File: config.mk
export PLATFORM = sky130hd
export DESIGN_NAME = gear_sel_top
export DESIGN_NICKNAME = d
export VERILOG_FILES = /design/src/rtl/gear_sel_pkg.sv /design/src/rtl/gear_sel_rst_sync.sv /design/src/rtl/gear_sel_press_det.sv /design/src/rtl/gear_sel_next.sv /design/src/rtl/gear_sel_top.sv
export SDC_FILE = /design/constraint.sdc
export NUM_CORES = 1
export LEC_CHECK = 0
export ABC_AREA = 1
export BUFFER_PORTS_ARGS = -buffer_cell sky130_fd_sc_hd__buf_2
export CORE_AREA = 2 2 39 41
export CTS_CLUSTER_DIAMETER = 50
export DETAILED_ROUTE_END_ITERATION = 8
export DIE_AREA = 0 0 41 43
export PLACE_DENSITY = 0.48
export REMOVE_ABC_BUFFERS = 1
export SYNTH_ARGS = -nofsm -noshare
export SYNTH_HDL_FRONTEND = slang
export SYNTH_SLANG_ARGS = --single-unit
File: constraint.sdc
create_clock -name clk -period 0.89 [get_ports clk]
set_input_delay 0.089 -clock clk [delete_from_list [all_inputs] [get_ports clk]]
set_output_delay 0.089 -clock clk [all_outputs]
set_load 0.01 [all_outputs]
File: src/rtl/gear_sel_pkg.sv
package gear_sel_pkg;

   typedef enum logic [1:0] {
      GEAR_STOP = 2'd0,
      GEAR_FWD1 = 2'd1,
      GEAR_FWD2 = 2'd2,
      GEAR_REV  = 2'd3
   } gear_e;

   localparam int unsigned NUM_GEARS = 4;
   localparam int unsigned NUM_BTNS  = 2;
   localparam int unsigned BTN_FWD   = 0;
   localparam int unsigned BTN_BACK  = 1;

   typedef struct packed {
      logic back;
      logic fwd;
   } press_t;

   typedef struct packed {
      logic rev;
      logic fwd2;
      logic fwd1;
   } gear_flags_t;

endpackage

File: src/rtl/gear_sel_rst_sync.sv
module gear_sel_rst_sync #(
   parameter int unsigned STAGES = 2
) (
   input  logic clk,
   input  logic rst_n,
   output logic rst_sync_n
);

   if (STAGES < 2) begin : g_bad_depth
      $error("gear_sel_rst_sync: STAGES must be at least 2");
   end

   logic [STAGES-1:0] chain_q;

   always_ff @(posedge clk or negedge rst_n) begin
      if (!rst_n) begin
         chain_q <= '0;
      end else begin
         chain_q <= {chain_q[STAGES-2:0], 1'b1};
      end
   end

   assign rst_sync_n = chain_q[STAGES-1];

endmodule

File: src/rtl/gear_sel_press_det.sv
module gear_sel_press_det #(
   parameter int unsigned WIDTH  = 2,
   parameter int unsigned STAGES = 2
) (
   input  logic             clk,
   input  logic             rst_n,
   input  logic [WIDTH-1:0] btn_i,
   output logic [WIDTH-1:0] press_o
);

   if (STAGES < 2) begin : g_bad_depth
      $error("gear_sel_press_det: STAGES must be at least 2");
   end
   if (WIDTH < 1) begin : g_bad_width
      $error("gear_sel_press_det: WIDTH must be at least 1");
   end

   localparam int unsigned LAST = STAGES - 1;

   for (genvar b = 0; b < WIDTH; b++) begin : g_btn
      logic [STAGES-1:0] sync_q;
      logic              prev_q;

      // The chain keeps sampling during reset, so it already holds the
      // button level when reset releases.
      always_ff @(posedge clk) begin
         sync_q <= {sync_q[LAST-1:0], btn_i[b]};
      end

      // The history is preset to "pressed": a level held across reset
      // release never looks like a fresh rising edge.
      always_ff @(posedge clk or negedge rst_n) begin
         if (!rst_n) begin
            prev_q <= 1'b1;
         end else begin
            prev_q <= sync_q[LAST];
         end
      end

      assign press_o[b] = sync_q[LAST] & ~prev_q;
   end

endmodule

File: src/rtl/gear_sel_next.sv
module gear_sel_next
   import gear_sel_pkg::*;
(
   input  gear_e  cur_i,
   input  press_t press_i,
   output gear_e  nxt_i
);

   always_comb begin
      nxt_i = cur_i;
      if (press_i.fwd ^ press_i.back) begin
         unique case (cur_i)
            GEAR_STOP: nxt_i = press_i.fwd ? GEAR_FWD1 : GEAR_REV;
            GEAR_FWD1: nxt_i = press_i.fwd ? GEAR_FWD2 : GEAR_STOP;
            GEAR_FWD2: nxt_i = press_i.fwd ? GEAR_FWD2 : GEAR_STOP;
            GEAR_REV:  nxt_i = press_i.fwd ? GEAR_STOP : GEAR_REV;
            default:   nxt_i = GEAR_STOP;
         endcase
      end
   end

endmodule

File: src/rtl/gear_sel_top.sv
module gear_sel_top
   import gear_sel_pkg::*;
#(
   parameter int unsigned SYNC_STAGES  = 2,
   parameter int unsigned RST_STAGES   = 2,
   parameter bit          ONEHOT_STATE = 1'b0
) (
   input  logic clk,
   input  logic rst_n,
   input  logic btn_fwd_i,
   input  logic btn_back_i,
   output logic gear_fwd1_o,
   output logic gear_fwd2_o,
   output logic gear_rev_o
);

   localparam int unsigned CODE_W = $clog2(NUM_GEARS);

   if (SYNC_STAGES < 2) begin : g_bad_sync
      $error("gear_sel_top: SYNC_STAGES must be at least 2");
   end
   if (RST_STAGES < 2) begin : g_bad_rst
      $error("gear_sel_top: RST_STAGES must be at least 2");
   end

   logic                rst_sync_n;
   logic [NUM_BTNS-1:0] btn_vec;
   logic [NUM_BTNS-1:0] press_vec;
   press_t              press;
   logic                fwd_ev;
   logic                back_ev;
   gear_e               gear_code;
   gear_e               gear_nxt;
   gear_flags_t         flags;

   gear_sel_rst_sync #(
      .STAGES (RST_STAGES)
   ) u_rst_sync (
      .clk        (clk),
      .rst_n      (rst_n),
      .rst_sync_n (rst_sync_n)
   );

   assign btn_vec[BTN_FWD]  = btn_fwd_i;
   assign btn_vec[BTN_BACK] = btn_back_i;

   gear_sel_press_det #(
      .WIDTH  (NUM_BTNS),
      .STAGES (SYNC_STAGES)
   ) u_press (
      .clk     (clk),
      .rst_n   (rst_sync_n),
      .btn_i   (btn_vec),
      .press_o (press_vec)
   );

   assign fwd_ev     = press_vec[BTN_FWD];
   assign back_ev    = press_vec[BTN_BACK];
   assign press.fwd  = fwd_ev;
   assign press.back = back_ev;

   gear_sel_next u_next (
      .cur_i   (gear_code),
      .press_i (press),
      .nxt_i   (gear_nxt)
   );

   if (ONEHOT_STATE) begin : g_onehot
      logic [NUM_GEARS-1:0] oh_q;

      always_ff @(posedge clk or negedge rst_n) begin
         if (!rst_n) begin
            oh_q <= NUM_GEARS'(1) << GEAR_STOP;
         end else if (!rst_sync_n) begin
            oh_q <= NUM_GEARS'(1) << GEAR_STOP;
         end else begin
            oh_q <= NUM_GEARS'(1) << gear_nxt;
         end
      end

      always_comb begin
         gear_code = GEAR_STOP;
         for (int g = 0; g < NUM_GEARS; g++) begin
            if (oh_q[g]) gear_code = gear_e'(CODE_W'(g));
         end
      end

      assign flags.fwd1 = oh_q[GEAR_FWD1];
      assign flags.fwd2 = oh_q[GEAR_FWD2];
      assign flags.rev  = oh_q[GEAR_REV];
   end else begin : g_binary
      gear_e code_q;

      always_ff @(posedge clk or negedge rst_n) begin
         if (!rst_n) begin
            code_q <= GEAR_STOP;
         end else if (!rst_sync_n) begin
            code_q <= GEAR_STOP;
         end else begin
            code_q <= gear_nxt;
         end
      end

      assign gear_code  = code_q;
      assign flags.fwd1 = (code_q == GEAR_FWD1);
      assign flags.fwd2 = (code_q == GEAR_FWD2);
      assign flags.rev  = (code_q == GEAR_REV);
   end

   assign gear_fwd1_o = flags.fwd1;
   assign gear_fwd2_o = flags.fwd2;
   assign gear_rev_o  = flags.rev;

endmodule

# Word level (Yosys, flattened, before mapping)
# Cells that the tools add are included.
[classes]
n_addsub = 0
multipliers = 0
n_div = 0
magnitude_cmp = 0
n_eq_ne = 4
shifts = 0
n_mux = 6
n_bitwise = 5
reduce_logical = 2
[ops]
columns = ["operator", "n"]
rows = [
  ["$mux W2", 5],
  ["$pmux W2 S3", 1],
  ["$eq A2 B2 Y1 const B", 2],
  ["$and A1 B1 Y1", 2],
  ["$eq A2 B1 Y1 const B", 1],
  ["$logic_not A2 Y1", 1],
  ["$ne A2 B1 Y1 const B", 1],
  ["$not A1 Y1", 2],
  ["$reduce_or A2 Y1", 1],
  ["$xor A1 B1 Y1", 1],
]
[word_totals]
register_bits = 10
latchBits = 0
ram_bits = 0
rom_bits = 0
in_bits = 4
out_inout_bits = 3
word_cells = 23
n_memories = 0

# Longest topological paths before layout
# Gate-level depths: netlist (run 1).
[logic_depth]
word_depth = 6
mapped_depth = 7
depth_no_buf = 7

# By module
# Synthesis (run 1) repeated with hierarchy kept, for this count alone.
[unflattened]
hier_cells = 46
hier_area_um2 = 404.1
[modules_own_cells]
columns = ["module", "n_inst", "cells_per_inst", "area_each_um2", "seq_area_each_um2"]
rows = [
  ["gear_sel_press_det", 1, 10, 152.6, 132.6],
  ["gear_sel_next", 1, 21, 110.1, 0.0],
  ["gear_sel_top", 1, 12, 87.6, 50.0],
  ["gear_sel_rst_sync", 1, 3, 53.8, 50.0],
]

# Worst setup path before layout (run 1)
# No wires, ideal clock.
[synth_path]
path_kind = "flip-flop to flip-flop"
startpoint = "register g_binary.code_q[0]"
endpoint = "register g_binary.code_q[1]"
setup_ps = 118
arrival_ps = 974
required_time_ps = 772
slack_ps = -202
path_stages_with_launch = 7
path_buffers = 0
period_less_slack_ps = 1092
cell_sequence = "dfrtp_1 -> inv_1 -> ha_1 -> nand3_1 -> nand3_1 -> nand4_1 -> nand2_1"
[synth_via]
elab_chain_cells = 5
word_cells_on_any_way = 8
classes_between = "3 x eq/ne; 3 x mux; 2 x reduce/logical"
[synth_lines]
columns = ["item", "line", "source"]
rows = [
  ["from (decl)", "gear_sel_top.sv:92", "gear_e code_q;"],
  ["from (signal assigned)", "gear_sel_top.sv:100", "code_q <= gear_nxt;"],
  ["$eq A2 B1 Y1 or $eq A2 B2 Y1 (tied branches)", "gear_sel_next.sv:12", "unique case (cur_i)"],
  ["$reduce_or A2 Y1 (no source line)", "n/a", ""],
  ["$pmux W2 S3 *", "gear_sel_next.sv:12", ""],
  ["$mux W2 *", "gear_sel_next.sv:11", "if (press_i.fwd ^ press_i.back) begin"],
  ["$mux W2 *", "gear_sel_top.sv:97", "end else if (!rst_sync_n) begin"],
]
# Mark *: on every way between the ends. The rest lies on a longest branch, timed or not. The select of a mux whose other input is x is not followed.
# A chain may end at the register's enable or synchronous reset.

# Final worst setup path (run 1)
[layout_path]
startpoint = "register g_binary.code_q[1]"
endpoint = "output port gear_rev_o"
[layout_via]
elab_chain_cells = 1
[layout_lines]
columns = ["item", "line", "source"]
rows = [
  ["$eq A2 B2 Y1", "gear_sel_top.sv:107", "assign flags.rev = (code_q == GEAR_REV);"],
  ["to (decl)", "gear_sel_top.sv:14", "output logic gear_rev_o"],
]
# Every way passes these cells.

==> results of run 1 <==
-- worst max-delay path by stage --
stage | endpoint | slack [ns] | cells after the start
finish | gear_rev_o | -0.31 | 3
global route | gear_fwd1_o | -0.37 | 4
CTS | gear_fwd1_o | -0.31 | 4
detailed placement | g_binary.code_q[1] | -0.29 | 6
global placement | g_binary.code_q[1] | -0.29 | 6
floorplan | g_binary.code_q[1] | -0.20 | 6
-- per-stage QoR --
stage | instance area [um2] | power, mW | worst slack, ns | setup TNS [ns]
2_1_floorplan | 414 | 0.614 | -0.202 | -0.370
3_3_place_gp | 509 | 0.688 | -0.287 | -0.794
3_5_place_dp | 509 | 0.690 | -0.290 | -0.769
4_1_cts | 641 | 1.15 | -0.313 | -1.47
5_1_grt | 662 | 1.23 | -0.369 | -1.69
6_report | 662 | 1.15 | -0.310 | -1.38
-- sequential cells by signal, summed over array words and instances (netlist names) --
name and flops:
g_binary.code_q 2, u_press.g_btn.prev_q 2, u_rst_sync.chain_q 2, u_press.g_btn.sync_q 4
-- logic make-up after synthesis --
| kind of cell | Yosys count | synth area share, % |
|---|---|---|
| AO/OA/AOI/OAI | 2 | 3.93 |
| adder cells (fa/ha/maj) | 4 | 12.1 |
| buffers and inverters | 8 | 7.25 |
| flip-flops | 10 | 56.2 |
| other | 1 | 0.905 |
| AND/OR/NAND/NOR | 17 | 19.6 |
-- layout make-up --
type                       instances  area, um2  share of cell area, %
clock buffer                       4       36.3                   5.48
inverter                           8       30.0                   4.54
multi-input combinational         24        196                   29.7
sequential                        10        233                   35.2
tap                               16       20.0                   3.02
timing repair buffer              16        146                   22.1
-- worst register-to-register path, stage by stage (launching register included) --
cell,delay [ns]
dfrtp_1,0.42
inv_2,0.10
ha_4,0.21
nand3_1,0.07
nand3_1,0.08
nand4_1,0.07
nand2_1,0.06
-- per-layer routing --
layer | vias to the layer above | track usage [%] | share of wire (%)
met3 | 2 | 3.14 | 3.9
met5 | - | 0 | 0
met4 | 0 | 12.0 | 1.3
met1 | 151 | 8.75 | 38
met2 | 7 | 17.5 | 56
li1 | 165 | - | -
-- Yosys cell counts --
| library cell | number | area, um2 |
|---|---|---|
| conb_1 | 1 | 3.75 |
| dfrtp_1 | 4 | 100 |
| dfstp_2 | 2 | 52.6 |
| dfxtp_1 | 4 | 80.1 |
| ha_1 | 4 | 50.1 |
| inv_1 | 7 | 26.3 |
| inv_2 | 1 | 3.75 |
| nand2_1 | 8 | 30.0 |
| nand2_2 | 3 | 18.8 |
| nand3_1 | 2 | 10.0 |
| nand4_1 | 1 | 6.26 |
| nor2_1 | 1 | 3.75 |
| nor2_2 | 2 | 12.5 |
| o21a_1 | 1 | 7.51 |
| o21ai_2 | 1 | 8.76 |
-- timing repair --
| item | 4_1_cts | 5_1_grt |
|---|---|---|
| cloned | 0 | 0 |
| pin swaps | 2 | 0 |
| buffers inserted | 1 | 0 |
| endpoints found under the setup margin | 5 | 5 |
| hold endpoints to repair | 6 | 0 |
| gates resized for setup | 12 | 5 |
| hold buffers | 3 | 0 |
-- power groups by stage --
stage	sequential, mW	clock (mW)	combinational (mW)
floorplan	0.514	0	0.0997
global placement	0.519	0	0.168
detailed placement	0.520	0	0.170
CTS	0.513	0.406	0.231
global route	0.519	0.425	0.285
finish	0.513	0.381	0.255
==> qor.csv, run 1 <==
metric,value,unit
Port Buffers,6,
clock share of power,33.1,%
drt first pass iters,2,
WP data required,0.80,ns
Switching Share,23.5,%
R2R Setup Slk,-0.23,ns
Final Cycle Share,135,%
Layout Nets,71,
Routability Congestion,0.697,
sequential power share,44.6,%
worst-skew pair later-pin latency,0.25,ns
sequential share of the synthesized area,56.2,%
"most common cell after layout, fill and taps aside",buf_6,
Crit path largest cell delay,0.42,ns
worst-path maximum fanout,4,
Starting Density,29.9,%
CP startpoint,g_binary.code_q[1],
first-pass GRT wire length,1180,um
Hold Path Class,primary input to asynchronous set/reset pin,
number of synthesized register bits,10,
Syn. warnings,0,
initial antenna violation count,0,
Rows,14,
Final min period,1.20,ns
critical path endpoint category,output port,
number of I/O pins,7,
die area,1760,um2
CTS H-tree lvls,1,
critical path startpoint category,register,
dpl cells,70,
fill cell count,135,
# clock sinks,10,
hpwl dp,458,um
worst-case reg-to-reg path depth,6,
gr usage total,10.8,%
outcome,"complete, but fails checks",
DR vias,325,
worst flop-to-flop path startpoint,g_binary.code_q[0],
Post-DRT Antenna Nets,0,
synthesized area,414,um2
Area Overhead vs Synth,59.8,%
DRC viols,0,
Comb power frac,22.2,%
share of layout cells above drive strength 1,54.8,%
grt ovf,0,
Final Hold Vio Count,0,
Placeable Area,1380,um2
vias in the first global route,333,
Post-Syn Area per Cell,9.86,um2
CP Class,register to output port,
highest-count cells in the layout ignoring fill and taps,"buf_6 (7), nand2_1 (6), inv_1 (5), nand2_2 (5)",
largest net degree at the start of global routing,7,
Max Freq,833,MHz
Mapped Cells,42,
setup violators final,5,
unrepaired setup endpoints after global routing,true,
worst path bufs/invs,2,
CTS Root Cell,clkbuf_4,
failing checks,setup timing,
DR vias/cell,4.17,
final non-filler cell total,78,
max-slew violation count,0,
First DRT Iteration DRCs,1,
clock buffer depth,2,
setup ws final,-0.310,ns
Finished Core Util,47.8,%
Power Density,1740,nW/um2
Switch Pwr,270,uW
"most used cell, CP",buf_6,
worst hold margin,0.170,ns
final wirelength,640,um
slowest CP cell,dfrtp_1,
per-cell routed wire length,8.21,um
Worst EP arrival,1.11,ns
CP Cell Sequence,"ha_2, buf_6, buf_6",
die width,41,um
CTS tree,done,
"delay-heaviest family, CP",flip-flops,
total CTS buffers,3,
Internal,880,uW
Inserted Diodes,0,
die height,43,um
max_cap viols,0,
Peak VDD IR,1150,uV
clock skew,0.00168,ns
clock slew at reported path FFs,0.06,ns
r2r endpoint,g_binary.code_q[1],
Lkg Pwr,0.320,nW
count of different cell masters after synthesis,15,
Note: power is estimated with default switching activity, not from simulation.
==> run 2, diff against run 1 <==
TNS_END_PERCENT = 50   (was default)
==> run 2 against run 1 <==
  * The run still ends with setup timing left
  * Sequential share of layout area up 0.34 points
  * Largest cell class unchanged
  * Via count is 0.62% lower
  * Combinational power barely moved
  * Clock skew is the same
  * Flip-flop and latch count unchanged
  * Sequential power is essentially flat
==> qor.csv, run 2 (synthesis results as in run 1) <==
metric,value,unit
outcome,"complete, but fails checks",
failing checks,setup timing,
hpwl dp,458,um
worst-path maximum fanout,4,
die area,1760,um2
met1 wire length,243,um
First DRT Iteration DRCs,1,
CTS Root Cell,clkbuf_4,
highest-count cells in the layout ignoring fill and taps,"nand2_1 (7), buf_6 (6), inv_1 (5)",
worst hold margin,0.170,ns
initial antenna violation count,0,
die height,43,um
Port Buffers,6,
largest net degree at the start of global routing,7,
WP data required,0.80,ns
highest routing layer actually used,met4,
number of I/O pins,7,
setup ws final,-0.308,ns
critical path endpoint category,output port,
Max Freq,835,MHz
first-pass GRT wire length,1180,um
share of layout cells above drive strength 1,53.2,%
DRC viols,0,
gr usage total,10.8,%
Top reg by flops,u_press.g_btn.sync_q,
# clock sinks,10,
met3 WL,25,um
clock buffer depth,2,
dpl cells,70,
fill cell count,135,
Final Hold Vio Count,0,
max_cap viols,0,
max FFs per register,4,
max-slew violation count,0,
CTS H-tree lvls,1,
"Non-Filler Cell Area, Final",656,um2
Layout Nets,71,
Placeable Area,1380,um2
drt first pass iters,2,
Inserted Diodes,0,
Starting Density,29.9,%
Peak VDD IR,1150,uV
final non-filler cell total,78,
Worst EP arrival,1.11,ns
CP Class,register to output port,
clock slew at reported path FFs,0.06,ns
Area Overhead vs Synth,58.3,%
final wirelength,640,um
Hold Path Class,primary input to asynchronous set/reset pin,
Post-DRT Antenna Nets,0,
dpl cell area,509,um2
Final min period,1.20,ns
vias in the first global route,331,
DP Worst Slack,-0.290,ns
Final Cycle Share,135,%
"Power, Total",1.15,mW
total CTS buffers,3,
grt ovf,0,
clock skew,0.00168,ns
setup violators final,5,
met2 wire length,362,um
CTS tree,done,
die width,41,um
worst-skew pair later-pin latency,0.25,ns
unrepaired setup endpoints after global routing,true,
"most common cell after layout, fill and taps aside",nand2_1,
DR vias/cell,4.14,
per-cell routed wire length,8.21,um
DR vias,323,
Routability Congestion,0.697,
Power Density,1750,nW/um2
worst-case reg-to-reg path depth,6,
Lkg Pwr,0.319,nW
critical path startpoint category,register,
Rows,14,
[run 2: area by class of cell]
cell class	instances	area, um2	area share, %
Sequential cell	10	233	35.5
Multi-Input combinational cell	24	194	29.6
Timing Repair Buffer	16	143	21.8
Tap cell	16	20.0	3.05
Clock buffer	4	36.3	5.53
Inverter	8	30.0	4.58
[run 2: path summary, 6_finish.rpt]
path | slack, ns | to | from
hold / removal | 0.17 | u_rst_sync.chain_q[0] | rst_n
setup / recovery | -0.31 | gear_fwd1_o | g_binary.code_q[1]
setup reg to reg | -0.24 | g_binary.code_q[1] | g_binary.code_q[1]
min in group clk | 0.33 | u_press.g_btn[0].sync_q[1] | u_press.g_btn[0].sync_q[0]
max in group asynchronous | 0.59 | u_press.g_btn[0].prev_q | u_rst_sync.chain_q[1]
hold reg to reg | 0.28 | u_press.g_btn[1].prev_q | u_rst_sync.chain_q[1]
[run 2: report_power, final]
| part | switching (mW) | total, mW | internal [mW] | leakage (nW) |
|---|---|---|---|---|
| sequential | 0.0265 | 0.513 | 0.486 | 0.105 |
| clock | 0.134 | 0.381 | 0.247 | 0.0210 |
| combinational | 0.108 | 0.253 | 0.145 | 0.193 |
| total | 0.268 | 1.15 | 0.878 | 0.319 |
[run 2: repair_timing]
item / in CTS / in global routing
endpoints found under the hold margin: 6 / 0
hold buffers: 3 / 0
endpoints found under the setup margin: 5 / 5
setup buffers: 1 / 0
pin swaps: 2 / 0
gates resized for setup: 12 / 3
[run 2: per-layer routing]
layer  vias to the layer above  track usage, %
met4                         0            12.0
li1                        164               -
met1                       150            8.75
met2                         7            17.5
met3                         2            3.14
met5                         -               0
[run 2: worst max-delay path, cell delays in order, from the launching register on]
cell and delay [ns]:
dfrtp_1 0.41, inv_2 0.08, buf_6 0.12, ha_4 0.14
buf_6 0.11
[run 2: per-stage QoR]
step	utilization [%]	setup TNS, ns
floorplan	-	-0.370
global placement	36.8	-0.794
detailed placement	36.8	-0.769
CTS	46.3	-1.47
global route	47.4	-1.72
finish	47.4	-1.39
==> run 3, diff against run 2 <==
CELL_PAD_IN_SITES_DETAIL_PLACEMENT = 1   (was default)
CELL_PAD_IN_SITES_GLOBAL_PLACEMENT = 2   (was default)
CORE_AREA = default   (was 2 2 39 41)
CORE_UTILIZATION = 30   (was default)
DIE_AREA = default   (was 0 0 41 43)
PLACE_DENSITY = 0.68   (was 0.48)
==> run 3 against run 2 <==
  * The flow still finishes with violations (setup timing)
  * Clock power up 3%
  * Die area down 13%
  * Power up 1.3%
  * Final cell count unchanged
  * Count of clock-buffer cells in the layout unchanged
  * Worst hold slack worse by 0.0086 ns
  * Clock skew down 0.00096 ns
  * Combinational power about the same
  * Register-to-register slack worse by 0.03 ns
  * Wire length up 25%
  * First-iteration DRC count down 100%
  * Via count up 2.5%
  * Critical path type unchanged
  * Largest cell class unchanged
  * Largest power group unchanged
==> qor.csv, run 3 (synthesis results as in run 1) <==
metric,value,unit
max-slew violation count,0,
gr usage total,12.7,%
CTS Root Cell,clkbuf_4,
total CTS buffers,3,
clock skew,0.000716,ns
CP startpoint,g_binary.code_q[1],
vias in the first global route,352,
grt ovf,0,
worst hold margin,0.161,ns
highest-count cells in the layout ignoring fill and taps,"nand2_1 (8), buf_4 (6), inv_1 (5)",
setup ws final,-0.293,ns
Placeable Area,1280,um2
CTS H-tree lvls,1,
Area Overhead vs Synth,54.4,%
worst-skew pair later-pin latency,0.26,ns
final non-filler cell total,78,
worst flop-to-flop path startpoint,g_binary.code_q[0],
unrepaired setup endpoints after global routing,true,
failing checks,setup timing,
Hold Path Class,primary input to asynchronous set/reset pin,
Peak VDD IR,867,uV
Top reg by flops,u_press.g_btn.sync_q,
Layout Nets,72,
max_cap viols,0,
"Power, Total",1.16,mW
"most common cell after layout, fill and taps aside",nand2_1,
CP Class,register to output port,
register area,233,um2
Finished Core Util,49.8,%
Lkg Pwr,0.325,nW
R2R Setup Slk,-0.27,ns
Inserted Diodes,0,
DR vias,331,
DP Worst Slack,-0.279,ns
DRC viols,0,
per-cell routed wire length,10.3,um
largest net degree at the start of global routing,7,
Final min period,1.18,ns
Port Buffers,6,
worst-case reg-to-reg path depth,6,
outcome,"complete, but fails checks",
initial antenna violation count,0,
First DRT Iteration DRCs,0,
share of layout cells above drive strength 1,49.2,%
Final Hold Vio Count,0,
die height,39.2,um
Final Cycle Share,133,%
drt first pass iters,1,
CTS tree,done,
Power Density,1820,nW/um2
first-pass GRT wire length,1260,um
max FFs per register,4,
worst-path maximum fanout,4,
clock buffer depth,2,
"Non-Filler Cell Area, Final",639,um2
final wirelength,800,um
Worst EP arrival,1.09,ns
Starting Density,32.2,%
dpl cells,67,
die width,39.2,um
setup tns final,-1.34,ns
DR vias/cell,4.24,
fill cell count,152,
hpwl dp,613,um
number of I/O pins,7,
WP data required,0.80,ns
Max Freq,845,MHz
die area,1530,um2
clock slew at reported path FFs,0.06,ns
Post-DRT Antenna Nets,0,
Routability Congestion,0.748,
multi-input logic area,181,um2
Worst Setup EP,gear_fwd2_o,
critical path startpoint category,register,
setup violators final,5,
critical path endpoint category,output port,
Rows,13,
# clock sinks,10,
dpl cell area,493,um2
r2r endpoint,g_binary.code_q[1],
==> run 3: critical path, stage by stage, from the launching register on <==
cell,delay [ns]
dfrtp_1,0.42
buf_4,0.16
ha_4,0.15
buf_6,0.11
==> run 3: worst min path at each step <==
stage          startpoint               endpoint  slack, ns  cells after the start
5_1_grt             rst_n  u_rst_sync.chain_q[1]       0.15                      2
4_1_cts             rst_n  u_rst_sync.chain_q[0]       0.15                      2
2_1_floorplan       rst_n     g_binary.code_q[0]      -0.21                      0
6_report            rst_n  u_rst_sync.chain_q[1]       0.16                      2
3_3_place_gp        rst_n  u_rst_sync.chain_q[1]      -0.11                      1
3_5_place_dp        rst_n  u_rst_sync.chain_q[0]      -0.10                      1
==> run 3: report_power, final <==
| part | internal (mW) | switching [mW] | total, mW |
|---|---|---|---|
| clock network | 0.248 | 0.145 | 0.393 |
| registers | 0.486 | 0.0266 | 0.513 |
| logic | 0.146 | 0.110 | 0.256 |
| total | 0.880 | 0.282 | 1.16 |
==> run 3: area by class of cell <==
| type | instances | share of cell area [%] |
|---|---|---|
| Inverter | 8 | 4.70 |
| Timing Repair Buffer | 17 | 21.9 |
| Clock buffer | 4 | 5.68 |
| Multi-Input combinational cell | 24 | 28.4 |
| Sequential cell | 10 | 36.4 |
| Tap cell | 15 | 2.94 |
==> run 3: timing repair <==
action	CTS	global route
endpoints found under the hold margin	6	0
setup endpoints to repair	5	5
buffers inserted	3	1
gates resized for setup	8	3
hold buffers	3	0
==> run 3: layer usage <==
layer / GRT usage, % / share of wire [%] / vias to the layer above
met2: 24.6 / 57 / 7
met3: 1.73 / 2.0 / 0
li1: - / - / 167
met5: 0 / 0 / -
met4: 7.76 / 0 / 0
met1: 12.1 / 41 / 157
